$ cat src/rtl/bus_xcvr_pkg.sv
package bus_xcvr_pkg;
  typedef struct packed {
    logic a;
    logic b;
    logic par;
    logic err;
  } drv_en_t;
endpackage

$ cat src/rtl/xcvr_xor_tree.sv
module xcvr_xor_tree #(
  parameter int W = 8
) (
  input  logic [W-1:0] din,
  output logic         odd
);
  localparam int LVL = (W > 1) ? $clog2(W) : 1;
  localparam int P   = 1 << LVL;

  function automatic logic fold(input logic [P-1:0] v);
    logic [P-1:0] cur;
    cur = v;
    for (int s = P / 2; s >= 1; s = s / 2) begin
      for (int i = 0; i < s; i++) begin
        cur[i] = cur[2*i] ^ cur[2*i+1];
      end
    end
    return cur[0];
  endfunction

  generate
    if (W == 1) begin : g_single
      assign odd = din[0];
    end else begin : g_tree
      logic [P-1:0] padded;
      always_comb begin
        padded        = '0;
        padded[W-1:0] = din;
      end
      assign odd = fold(padded);
    end
  endgenerate
endmodule

$ cat src/rtl/xcvr_ctrl.sv
module xcvr_ctrl
  import bus_xcvr_pkg::*;
(
  input  logic    dir_tx,
  input  logic    oe_n,
  output drv_en_t en
);
  logic live;
  assign live = ~oe_n;

  always_comb begin
    en.a   = live & ~dir_tx;
    en.b   = live &  dir_tx;
    en.par = live &  dir_tx;
    en.err = live & ~dir_tx;
  end

  always_comb begin
    a_r3_all_off: assert (!(oe_n && (en.a || en.b || en.par || en.err)))
      else $error("R3 driver active while disabled");
    a_r6_roles_excl: assert (!(en.par && en.err))
      else $error("R6 parity and error both driven");
  end
endmodule

$ cat src/rtl/bus_xcvr_par.sv
module bus_xcvr_par
  import bus_xcvr_pkg::*;
#(
  parameter int DATA_W = 8
) (
  input  logic              dir_tx,
  input  logic              oe_n,
  input  logic              odd_sel,
  input  logic [DATA_W-1:0] a_in,
  output logic [DATA_W-1:0] a_out,
  output logic              a_oe,
  input  logic [DATA_W-1:0] b_in,
  output logic [DATA_W-1:0] b_out,
  output logic              b_oe,
  input  logic              par_in,
  output logic              par_out,
  output logic              par_oe,
  output logic              err_out,
  output logic              err_oe
);
  drv_en_t en;
  logic    a_odd;
  logic    b_odd;

  xcvr_ctrl u_ctrl (.dir_tx(dir_tx), .oe_n(oe_n), .en(en));

  // generator looks at A; checker uses B's input side, never b_out
  xcvr_xor_tree #(.W(DATA_W)) u_gen (.din(a_in), .odd(a_odd));
  xcvr_xor_tree #(.W(DATA_W)) u_chk (.din(b_in), .odd(b_odd));

  assign a_oe   = en.a;
  assign b_oe   = en.b;
  assign par_oe = en.par;
  assign err_oe = en.err;

  always_comb begin
    a_out   = en.a   ? b_in : '0;
    b_out   = en.b   ? a_in : '0;
    par_out = en.par & (odd_sel ^ a_odd);
    err_out = en.err & ~(b_odd ^ odd_sel ^ par_in);
  end

  always_comb begin
    a_r1_bus_excl: assert (!(a_oe && b_oe))
      else $error("R1 both buses driven");
    a_r1_fwd_ab: assert (!b_oe || (b_out == a_in))
      else $error("R1 B does not follow A");
    a_r2_fwd_ba: assert (!a_oe || (a_out == b_in))
      else $error("R2 A does not follow B");
    a_r5_err_quiet_tx: assert (!(dir_tx && err_oe))
      else $error("R5 error driven in transmit");
    a_r8_idle_zero: assert ((a_oe || a_out == '0) && (b_oe || b_out == '0)
                            && (par_oe || !par_out) && (err_oe || !err_out))
      else $error("R8 idle output not zero");
  end
endmodule

$ cat config.mk
export PLATFORM = sky130hd
export DESIGN_NAME = bus_xcvr_par
export DESIGN_NICKNAME = d
export VERILOG_FILES = /design/src/rtl/bus_xcvr_pkg.sv /design/src/rtl/xcvr_xor_tree.sv /design/src/rtl/xcvr_ctrl.sv /design/src/rtl/bus_xcvr_par.sv
export SDC_FILE = /design/constraint.sdc
export NUM_CORES = 1
export LEC_CHECK = 0
export ABC_AREA = 1
export BUFFER_PORTS_ARGS = -buffer_cell sky130_fd_sc_hd__buf_4
export CORE_AREA = 2 2 39 41
export DETAILED_ROUTE_END_ITERATION = 12
export DIE_AREA = 0 0 41 43
export PLACE_DENSITY = 0.79
export REMOVE_ABC_BUFFERS = 1
export SETUP_SLACK_MARGIN = 0.2
export SKIP_LAST_GASP = 1
export SYNTH_ARGS = -nofsm -noshare
export SYNTH_HDL_FRONTEND = slang
export SYNTH_SLANG_ARGS = --single-unit
$ cat constraint.sdc
create_clock -name vclk -period 1
set_input_delay 0.05 -clock vclk [all_inputs]
set_output_delay 0.05 -clock vclk [all_outputs]
set_load 0.05 [all_outputs]
==> flow_metrics.env <==
export IMPL_num_rows=14
export IMPL_synth_cells=107
export IMPL_drt_iter0_markers=3
export IMPL_worstHoldStart="a_in[3]"
export IMPL_p_per_area_nw_per_um2=584
export IMPL_top_layer_used="met4"
export IMPL_track_usage_pct=16.8
export IMPL_vdd_drop_max_mv=0.287
export IMPL_grt_pass1_wl_um=2280
export IMPL_netlist_area_um2=444
export IMPL_dieArea_um2=1760
export IMPL_grt_pass1_vias=651
export IMPL_cp_start_kind="primary input"
export IMPL_core_um2=1380
export IMPL_p_sw_share_pct=60.6
export IMPL_seq_area_um2=0
export IMPL_multi_input_comb_area_um2=453
export IMPL_drc=0
export IMPL_layout_common_cells="nand2_1, buf_4, nor2_1, buf_6, inv_1"
export IMPL_place_area_um2=787
export IMPL_violations="setup timing"
export IMPL_fp_dieH_um=43
export IMPL_antenna_cells=0
export IMPL_drv_slew=0
export IMPL_drive_gt1_share_pct=56.6
export IMPL_p_switching_mw=0.350
export IMPL_tightest_slew_ps=138
export IMPL_final_common_cell="nand2_1"
export IMPL_leakage_nw=0.607
export IMPL_internal_power_mw=0.227
export IMPL_timing_fmax_ghz=0.982
export IMPL_grt_max_degree=9
export IMPL_hp_class="in2out"
export IMPL_seqPwrFrac_pct=0
export IMPL_maxCapViolations=0
export IMPL_slew_limit_headroom_pct=90.8
export IMPL_dr_wl_met2_um=873
export IMPL_cp_data_arrival_time_ps=970
export IMPL_combPwrFrac_pct=100.0
export IMPL_crit_path_start="a_in[2]"
export IMPL_hold_ws_ps=449
export IMPL_hpwl_um=1210
export IMPL_timing_final_ws_setup_ps=-18.8
export IMPL_holdBufCountCts=0
export IMPL_period_share_pct=102
export IMPL_grt_overflow=0
export IMPL_required_ps=950
export IMPL_viasPerCell=4.57
export IMPL_layout_nets=174
export IMPL_area_growth_pct=122
export IMPL_pwr_share_clk_pct=0
export IMPL_synth_seq_area_share_pct=0
export IMPL_ant_nets=0
export IMPL_yosysWarnings=0
export IMPL_worstPathMaxFanout=3
export IMPL_wl_met3_um=170
export IMPL_io_pins=42
export IMPL_dr_pass1_iters=4
export IMPL_avgRoutedWirePerCell_um=9.39
export IMPL_antenna_found_initial=0
export IMPL_worstSetupPathType="in2out"
export IMPL_die_w_um=41
export IMPL_routed_wl_um=1580
export IMPL_hold_viol=0
export IMPL_setup_viol=1
export IMPL_start_util_pct=32.1
export IMPL_design_area_um2=987
export IMPL_wl_met1_um=517
export IMPL_gp_congestion=0.714
export IMPL_status="complete, but fails checks"
export IMPL_grt_setup_unrepaired="yes"
export IMPL_final_clkbuf_count=0
export IMPL_via_count=768
export IMPL_nFlopsAndLatches=0
export IMPL_fin_crit_ps=1020
export IMPL_port_buffers=42
export IMPL_nFillCells=129
export IMPL_ys_types=13
export IMPL_critPathCaptureType="output pin"
export IMPL_post_synth_cell_area_avg_um2=4.15
==> power groups by stage <==
stage / registers (mW) / logic [mW] / clock network [mW]
floorplan: 0 / 0.297 / 0
global placement: 0 / 0.458 / 0
detailed placement: 0 / 0.469 / 0
CTS: 0 / 0.516 / 0
global route: 0 / 0.624 / 0
finish: 0 / 0.577 / 0
==> cell type report <==
cell class	instances	share of cell area, %
Inverter	25	10.3
Multi-Input combinational cell	80	45.9
Tap cell	16	2.03
Timing Repair Buffer	47	41.8
==> path summary, 6_finish.rpt <==
path | depth (start not counted) | end | slack [ps]
setup / recovery | 10 | par_out | -20
hold / removal | 4 | b_out[3] | 450
==> critical path, stage by stage <==
cell and delay (ps):
buf_6 110, nor2_4 120, buf_6 110, nor2_4 30, nand2_1 50, nand2_1 60
nand2_2 70, a21oi_1 60, nor2_1 130, buf_6 170
==> layer usage <==
layer | vias to the layer above | global-route usage [%]
li1 | 398 | -
met4 | 0 | 0
met1 | 333 | 17.1
met5 | - | 0
met3 | 2 | 1.57
met2 | 35 | 34.7
==> metrics by stage <==
step                      worst slack (ps)  power, mW  instances  setup TNS [ps]  utilization (%)
after global routing                 -84.9      0.624        168            -142             71.3
final                                -18.8      0.577        168           -18.8             71.3
after floorplan                      -1570      0.297        105          -29110                -
after CTS                            -22.8      0.516        167           -22.8             63.4
after detailed placement             -53.5      0.469        166           -78.0             56.9
after global placement               -38.4      0.458        166           -50.1             56.9
==> repair_timing <==
| action | 4_1_cts | 5_1_grt |
|---|---|---|
| setup endpoints to repair | 18 | 15 |
| resized for setup | 28 | 33 |
| pin swaps | 15 | 17 |
| buffers inserted | 1 | 1 |
| hold endpoints to repair | 0 | 0 |
==> Yosys cell counts (all sizes together) <==
library cell	number	area [µm²]
inv	25	93.8
o21ai	1	5.00
xnor2	2	17.5
nor2	22	82.6
xor2	1	8.76
nand3b	1	7.51
nand2	47	179
buf	2	15.0
nand3	5	30.0
a21oi	1	5.00
==> kinds of logic after synthesis <==
group,count (synthesis),synth area share (%)
AND/OR/NAND/NOR,75,67.3
buffers and inverters,27,24.5
XOR/XNOR,3,5.92
AO/OA/AOI/OAI,2,2.25
No activity file was read; power rests on OpenSTA's default activity.
